### src/rtl/convsched_pkg.sv
package convsched_pkg;

  typedef enum logic [1:0] {
    MODE_SLEEP = 2'b00,
    MODE_TEMP  = 2'b01,
    MODE_VOLT  = 2'b10,
    MODE_AUTO  = 2'b11
  } modeT;

  typedef enum logic [1:0] {
    ST_IDLE,
    ST_VOLT,
    ST_TEMP
  } stateT;

  // strobes from control to datapath
  typedef struct packed {
    logic cntRun;
    logic cntClear;
    logic loadVolt;
    logic loadTemp;
  } dpStrobeT;

  localparam logic CH_VOLT = 1'b0;
  localparam logic CH_TEMP = 1'b1;

endpackage

### src/rtl/convsched_dpath.sv
module convsched_dpath
  import convsched_pkg::*;
#(
  parameter int DATA_W       = 16,
  parameter int PERIOD_TICKS = 64
) (
  input  logic              clk,
  input  logic              rstN,
  input  dpStrobeT          ctl,
  input  logic              tick,
  input  logic [DATA_W-1:0] convData,
  output logic              periodHit,
  output logic [DATA_W-1:0] voltResult,
  output logic [DATA_W-1:0] tempResult,
  output logic              updStrobe,
  output logic              updChan
);

  localparam int CNT_W = (PERIOD_TICKS > 2) ? $clog2(PERIOD_TICKS) : 1;
  localparam logic [CNT_W-1:0] CNT_LAST = CNT_W'(PERIOD_TICKS - 1);
  localparam int NUM_CH = 2;

  logic [CNT_W-1:0] tickCnt;
  logic [NUM_CH-1:0] loadVec;
  logic [DATA_W-1:0] resReg [NUM_CH];

  // period timebase: counts ticks while automatic mode is in force
  assign periodHit = ctl.cntRun && !ctl.cntClear && tick && (tickCnt == CNT_LAST);

  always_ff @(posedge clk) begin
    if (!rstN) begin
      tickCnt <= '0;
    end else if (ctl.cntClear || !ctl.cntRun) begin
      tickCnt <= '0;
    end else if (tick) begin
      tickCnt <= (tickCnt == CNT_LAST) ? '0 : tickCnt + 1'b1;
    end
  end

  // one result register per channel, index = channel code
  assign loadVec = {ctl.loadTemp, ctl.loadVolt};

  for (genvar ch = 0; ch < NUM_CH; ch++) begin : g_res
    always_ff @(posedge clk) begin
      if (!rstN) begin
        resReg[ch] <= '0;
      end else if (loadVec[ch]) begin
        resReg[ch] <= convData;
      end
    end
  end

  assign voltResult = resReg[CH_VOLT];
  assign tempResult = resReg[CH_TEMP];

  always_ff @(posedge clk) begin
    if (!rstN) begin
      updStrobe <= 1'b0;
      updChan   <= CH_VOLT;
    end else begin
      updStrobe <= |loadVec;
      updChan   <= ctl.loadTemp;
    end
  end

endmodule

### src/rtl/convsched_ctrl.sv
module convsched_ctrl
  import convsched_pkg::*;
(
  input  logic       clk,
  input  logic       rstN,
  input  logic [1:0] modeIn,
  input  logic       modeWrite,
  input  logic       convDone,
  input  logic       periodHit,
  output logic       convStart,
  output logic       convSel,
  output logic       convActive,
  output dpStrobeT   ctl
);

  modeT  modeReg;
  modeT  modeNew;
  stateT state;
  logic  pendMan;    // a manual conversion is queued
  logic  pendCh;     // its channel
  logic  autoDue;    // an automatic pair is queued
  logic  pairRun;    // current conversion belongs to an automatic pair
  logic  enterAuto;

  assign modeNew   = modeT'(modeIn);
  assign enterAuto = modeWrite && (modeNew == MODE_AUTO) && (modeReg != MODE_AUTO);

  assign convActive   = (state != ST_IDLE);
  assign ctl.cntRun   = (modeReg == MODE_AUTO);
  assign ctl.cntClear = enterAuto;
  assign ctl.loadVolt = (state == ST_VOLT) && convDone;
  assign ctl.loadTemp = (state == ST_TEMP) && convDone;

  always_ff @(posedge clk) begin
    if (!rstN) begin
      modeReg   <= MODE_SLEEP;
      state     <= ST_IDLE;
      pendMan   <= 1'b0;
      pendCh    <= CH_VOLT;
      autoDue   <= 1'b0;
      pairRun   <= 1'b0;
      convStart <= 1'b0;
      convSel   <= CH_VOLT;
    end else begin
      convStart <= 1'b0;

      // conversion sequencing
      case (state)
        ST_IDLE: begin
          if (pendMan) begin
            state     <= pendCh ? ST_TEMP : ST_VOLT;
            convStart <= 1'b1;
            convSel   <= pendCh;
            pairRun   <= 1'b0;
            pendMan   <= 1'b0;
          end else if (autoDue && modeReg == MODE_AUTO) begin
            state     <= ST_VOLT;
            convStart <= 1'b1;
            convSel   <= CH_VOLT;
            pairRun   <= 1'b1;
            autoDue   <= 1'b0;
          end
        end
        ST_VOLT: begin
          if (convDone) begin
            if (pairRun && modeReg == MODE_AUTO) begin
              state     <= ST_TEMP;
              convStart <= 1'b1;
              convSel   <= CH_TEMP;
            end else begin
              state   <= ST_IDLE;
              pairRun <= 1'b0;
            end
          end
        end
        ST_TEMP: begin
          if (convDone) begin
            state   <= ST_IDLE;
            pairRun <= 1'b0;
          end
        end
        default: state <= ST_IDLE;
      endcase

      if (periodHit) autoDue <= 1'b1;

      // mode writes override queue updates made above
      if (modeWrite) begin
        modeReg <= modeNew;
        case (modeNew)
          MODE_VOLT, MODE_TEMP: begin
            pendMan <= 1'b1;
            pendCh  <= (modeNew == MODE_TEMP);
            autoDue <= 1'b0;
          end
          MODE_AUTO: begin
            pendMan <= 1'b0;
            if (enterAuto) autoDue <= 1'b1;
          end
          default: begin
            pendMan <= 1'b0;
            autoDue <= 1'b0;
          end
        endcase
      end
    end
  end

endmodule

### src/rtl/conv_scheduler.sv
module conv_scheduler
  import convsched_pkg::*;
#(
  parameter int DATA_W       = 16,
  parameter int TICK_HZ      = 32,
  parameter int PERIOD_SEC   = 2
) (
  input  logic              clk,
  input  logic              rstN,
  input  logic [1:0]        modeIn,
  input  logic              modeWrite,
  input  logic              tick,
  input  logic              convDone,
  input  logic [DATA_W-1:0] convData,
  output logic              convStart,
  output logic              convSel,
  output logic              convActive,
  output logic [DATA_W-1:0] voltResult,
  output logic [DATA_W-1:0] tempResult,
  output logic              updStrobe,
  output logic              updChan
);

  localparam int PERIOD_TICKS = TICK_HZ * PERIOD_SEC;

  dpStrobeT ctl;
  logic     periodHit;

  convsched_ctrl i_ctrl (
    .clk        (clk),
    .rstN       (rstN),
    .modeIn     (modeIn),
    .modeWrite  (modeWrite),
    .convDone   (convDone),
    .periodHit  (periodHit),
    .convStart  (convStart),
    .convSel    (convSel),
    .convActive (convActive),
    .ctl        (ctl)
  );

  convsched_dpath #(
    .DATA_W       (DATA_W),
    .PERIOD_TICKS (PERIOD_TICKS)
  ) i_dpath (
    .clk        (clk),
    .rstN       (rstN),
    .ctl        (ctl),
    .tick       (tick),
    .convData   (convData),
    .periodHit  (periodHit),
    .voltResult (voltResult),
    .tempResult (tempResult),
    .updStrobe  (updStrobe),
    .updChan    (updChan)
  );

endmodule

### config.mk
export PLATFORM = sky130hd
export DESIGN_NAME = conv_scheduler
export DESIGN_NICKNAME = d
export VERILOG_FILES = /design/src/rtl/convsched_pkg.sv /design/src/rtl/convsched_dpath.sv /design/src/rtl/convsched_ctrl.sv /design/src/rtl/conv_scheduler.sv
export SDC_FILE = /design/constraint.sdc
export NUM_CORES = 1
export LEC_CHECK = 0
export ABC_AREA = 1
export CAP_MARGIN = 25
export CORE_AREA = 2 2 69 71
export DETAILED_ROUTE_END_ITERATION = 10
export DIE_AREA = 0 0 71 73
export PLACE_DENSITY = 0.86
export SLEW_MARGIN = 0
export SYNTH_ARGS = -nofsm -noshare
export SYNTH_HDL_FRONTEND = slang
export SYNTH_HIERARCHICAL = 1
export SYNTH_SLANG_ARGS = --single-unit
export TNS_END_PERCENT = 100
### constraint.sdc
create_clock -name clk -period 2.8 [get_ports clk]
set_input_delay 0.56 -clock clk [delete_from_list [all_inputs] [get_ports clk]]
set_output_delay 0.56 -clock clk [all_outputs]
set_load 0.02 [all_outputs]
After elaboration in Yosys (flattened, before gate mapping) --
Memories as Yosys holds them, arrays and structs flattened. Cells that the tools add are included. Widths: inputs -> output; s select.
Storage, ports and cells: output and inout bits 37, logic and storage cells 96, memories kept 1, bits of input ports 23, register bits 18, RAM bits 32
Memories:
- i_dpath.resReg | depth 2, width 16, rd ports 2, clocked after memory_dff 0, wr ports 2, line convsched_dpath.sv:25 | logic [DATA_W-1:0] resReg [NUM_CH];
Cells by class: bitwise operators 3, muxes and demuxes 43, eq/ne operators 13, add/subtract/negate cells 1, reduce and logical (&&, ||, !) cells 24
Operators with widths (count):
- $mux 16 | 2
- $mux 1 | 30
- $mux 2 | 6
- $ne 2x2->1 const B | 5
- $logic_and 1x1->1 | 9
- $eq 2x2->1 const B | 4
- $add 6x1->6 const B | 1
- $eq 6x6->1 const B | 1
- $mux 6 | 1
- $pmux 2 s3 | 1
- $reduce_bool 2->1 | 3
- $reduce_or 2->1 | 3
- $reduce_and 5->1 | 1
- $eq 2x1->1 const B | 2
- $pmux 1 s2 | 2
- $reduce_and 4->1 | 1
- $ne 3x1->1 const B | 1
- $pmux 1 s3 | 1
- $reduce_and 3->1 | 1
- $reduce_bool 3->1 | 1
- $logic_not 1->1 | 2
- $logic_not 2->1 | 1
- $or 1x1->1 | 2
- $reduce_and 2->1 | 1
- 2 further kinds | 2

Logic depth before layout (Yosys ltp) --
depth in word-level cells 11, mapped depth 8, depth with buffers taken out 8

Modules after synthesis --
Netlist, hierarchy kept.
Modules (own cells, without submodules):
- convsched_dpath | cells an instance 134, instances 1, area each 1549.0 um^2
- convsched_ctrl | cells an instance 85, instances 1, area each 619.3 um^2

Least setup slack after synthesis --
OpenSTA, ideal clock, no wires.
path type register -> register, start point register i_ctrl.state[1], end point memory i_dpath.resReg[0][0], enable pin, stages on the path, launching flop included 6, slack 1338 ps, data arrival time 1171 ps, path buffers 0, required time 2509 ps, clock period less this slack 1462 ps, cell sequence dfxtp_1 > inv_1 > ha_1 > nand2_1 > inv_2 > or2_2
RTL lines:
- from (decl) | line convsched_ctrl.sv:18 | stateT state;
- from (signal assigned) | line convsched_ctrl.sv:51 | state <= pendCh ? ST_TEMP : ST_VOLT;
- to (decl) | line convsched_dpath.sv:25

Final worst setup path --
start point register i_ctrl.state[0], end point output convActive
Between the ends: word-level cells in the longest chain between the ends 1
Ends and longest elaborated chain:
- $reduce_bool 2->1 | line convsched_ctrl.sv:28 | assign convActive = (state != ST_IDLE);
- to (decl) | line conv_scheduler.sv:17 | output logic convActive,
No other way between the ends.

==> run_results.csv <==
group,metric,value,unit
outcome,status,"complete, no violations",
grt,grt_pass1_wl,6913,µm
logic_synthesis,synth_compound_area_share,5.828,%
final_layout,syn2layout_area_growth,34.62,%
logic_synthesis,yosys-top-cells-area,"edfxtp_1, dfxtp_1, nor2_1, inv_1, nand2_1",
die,fp.dieArea,5183,µm²
logic_synthesis,synth_edf_count,32,
cts,hold_buffers,0,
place,dp_cells,329,
place,pre_cts_slack,0.6447,ns
logic_synthesis,yosys.area_share.simple,21.06,%
timing,fin_ws,0.4361,ns
flow_run,drv_cap,0,
logic_synthesis,synth_top_cell_by_area,"edfxtp_1",
route,first_pass_iters,4,
cts,post_cts_buffers,0,
power_and_ir_drop,power,0.002069,W
logic_synthesis,synth_cell_type_count,27,
final_layout,stdcell_count,337,
power_and_ir_drop,switching_share,30.63,%
setup_path,crit_arrival,1.80,ns
logic_synthesis,synthArstFlopShare,0,%
cts,clk_pin_slew,0.08,ns
die,io_pins,60,
timing,worst_pin_slew,0.5780,ns
die,die_x,71,µm
route,ant_nets,0,
cts,clockRootBuffer,"clkbuf_8",
power_and_ir_drop,ir_worst_vdd,0.0003659,V
timing,final_hold_viol_count,0,
setup_path,worstPathCellList,"inv_1 > ha_1 > inv_1 > clkdlybuf4s50_1",
power_and_ir_drop,p_comb_share,30.7,%
setup_path,cp.required,2.24,ns
timing,setup_violations,0,
power_and_ir_drop,p_sw,0.0006338,W
setup_path,critical_path.startpoint_type,"flop",
logic_synthesis,ys_ff_latch,50,
logic_synthesis,ys_seq_area_share,60.93,%
logic_synthesis,muxShareOfSynthArea,0,%
power_and_ir_drop,seqPwrFrac,45.6,%
timing,min_period,2.364,ns
grt,grt_max_degree,19,
logic_synthesis,synth_xor_area_share,0.4039,%
route,drt-total-wl,4139,µm
timing,period_share,84.43,%
route,route.detailed.drc,0,
grt,grt-ovfl-total,0,
logic_synthesis,netlist_area,2168,µm²
setup_path,cp-end-kind,"output pin",
grt,grt.total_usage,17.16,%
logic_synthesis,synthFlopType,"edfxtp_1",
power_and_ir_drop,power_frac_clock,23.7,%
grt,antenna_found_initial,0,
cts,clk_path_buf_depth,2,
power_and_ir_drop,p_leak,1.222,nW
logic_synthesis,synth_top_family_by_area,"simple AND/OR/NAND/NOR gates",
cts,cts_made_buffers,5,
logic_synthesis,synthTopCellsByCount,"nor2_1, inv_1, edfxtp_1, nand2_1, dfxtp_1",
logic_synthesis,yosys.area.top_type_share,44.32,%
die,fp.coreArea,4536,µm²
die,rows,25,
timing,clock_skew,0.006728,ns
final_layout,drive_gt1_share,11.31,%
logic_synthesis,netlist_instances,219,
die,die_h,73,µm
final_layout,nNetsFinal,312,
cts,cts.htree.levels,2,
route,routed_via_density,4.760,
place,place.gp.congestion,0.8795,
final_layout,final_util,64.36,%
logic_synthesis,synth_most_common_cell,"nor2_1",
route,wl_per_cell,12.28,µm
power_and_ir_drop,power.internal,0.001435,W
cts,clkLatencyLatePin,0.30,ns
setup_path,critPathSlowestCell,"clkdlybuf4s50_1",
timing,tns,0,ns
setup_path,cp_common_cell,"inv_1",
timing,fmax,423.0,MHz
route,vias,1604,
grt,grt_pass1_vias,1566,
setup_path,max_stage_delay,0.64,ns
die,start_util,47.81,%
logic_synthesis,syn_area_per_cell,9.901,µm²
cts,clock_sinks,50,
power_and_ir_drop,power.density,708.8,nW/µm²
route,drt_iter0_drc,136,
setup_path,critical_path_class,"flop to output pin",
final_layout,n_antenna_cell,0,
place,io_buffers,59,
timing,max_slew_margin,61.37,%
setup_path,cp_max_fo,6,
timing,drv_slew,0,
cts,cts_tree,"yes",
place,dp_hpwl,3163,µm
timing,rsz0062_at_grt,"no",
min_path,min_path_type,"flop to flop",
cts,cts_resized,0,
logic_synthesis,synthAdderAreaFrac,4.039,%
logic_synthesis,syn-num-nets,249,
logic_synthesis,yosysWarnings,6,
[routing by layer]
layer	track usage [%]	share of wire [%]	wire, µm	up-vias
met4	5.031	1.0	43	0
met2	31.05	49	2048	52
met1	19.70	42	1750	735
met3	5.110	7.2	297	5
met5	0	0	0	-
li1	-	-	-	812
[worst max-delay path, delay by kind of cell, from the launching register on]
| family | cells | cell delay (ns) |
|---|---|---|
| buf+inv | 3 | 0.91 |
| flops | 1 | 0.37 |
| fa+ha+maj | 1 | 0.24 |
[placed cells by master (no fill, tap or decap), types with 3 or more instances in the layout]
cell	instances
clkdlybuf4s50_1	59
nor2_1	42
inv_1	36
edfxtp_1	32
nand2_1	31
dfxtp_1	18
a21oi_1	10
ha_1	7
clkbuf_8	5
o21ai_0	5
nand2_2	4
inv_2	4
nand3_2	4
nand3_1	3
nor2_2	3
[cell families (layout without fill, tap and decap cells)]
group | Yosys count | in the layout
AND/OR/NAND/NOR | 96 | 96
buffers and inverters | 43 | 107
adder cells (fa/ha/maj) | 7 | 7
AO/OA/AOI/OAI | 22 | 22
flip-flops | 50 | 50
XOR/XNOR | 1 | 1
[stage by stage]
step,hold WS (ns),area (µm²)
2_1_floorplan,0.4417,2168
3_3_place_gp,0.4594,2809
3_5_place_dp,0.4659,2809
5_1_grt,0.5025,2919
6_report,0.4735,2919
4_1_cts,0.4775,2919
[power groups by stage]
stage	registers, W	logic [W]	clock network, W
after floorplan	0.00106	0.000281	0
after global placement	0.000956	0.000625	0
after detailed placement	0.000961	0.000641	0
after CTS	0.000944	0.000644	0.000505
after global routing	0.000954	0.000694	0.000531
final	0.000943	0.000636	0.000490
[sequential cells by signal (all words and copies together), names as in the netlist]
name / cells
i_ctrl/pendCh: 1
i_ctrl/autoDue: 1
i_dpath/updChan: 1
i_ctrl/pendMan: 1
i_ctrl/state: 2
i_ctrl/convSel: 1
i_ctrl/pairRun: 1
i_ctrl/convStart: 1
i_ctrl/modeReg: 2
i_dpath/updStrobe: 1
i_dpath/resReg: 32
i_dpath/tickCnt: 6
[area by class of cell]
cell class,count,area (µm²)
fill,362,1617
sequential,50,1321
multi-input combinational,126,679.4
timing repair buffer,59,590.6
inverter,40,150.1
clock buffer,6,72.57
tap,54,67.56
clock inverter,2,37.54
[worst paths after layout]
path / from / to / slack (ns) / depth (start not counted)
hold reg to reg: i_ctrl/convSel / i_ctrl/convSel / 0.47 / 2
setup / recovery: i_ctrl/state[0] / convActive / 0.44 / 4
setup reg to reg: i_ctrl/state[1] / i_dpath/resReg[0][14] / 1.16 / 6
hold / removal: i_ctrl/convSel / i_ctrl/convSel / 0.47 / 2
Power figures use the tool's default switching activity.
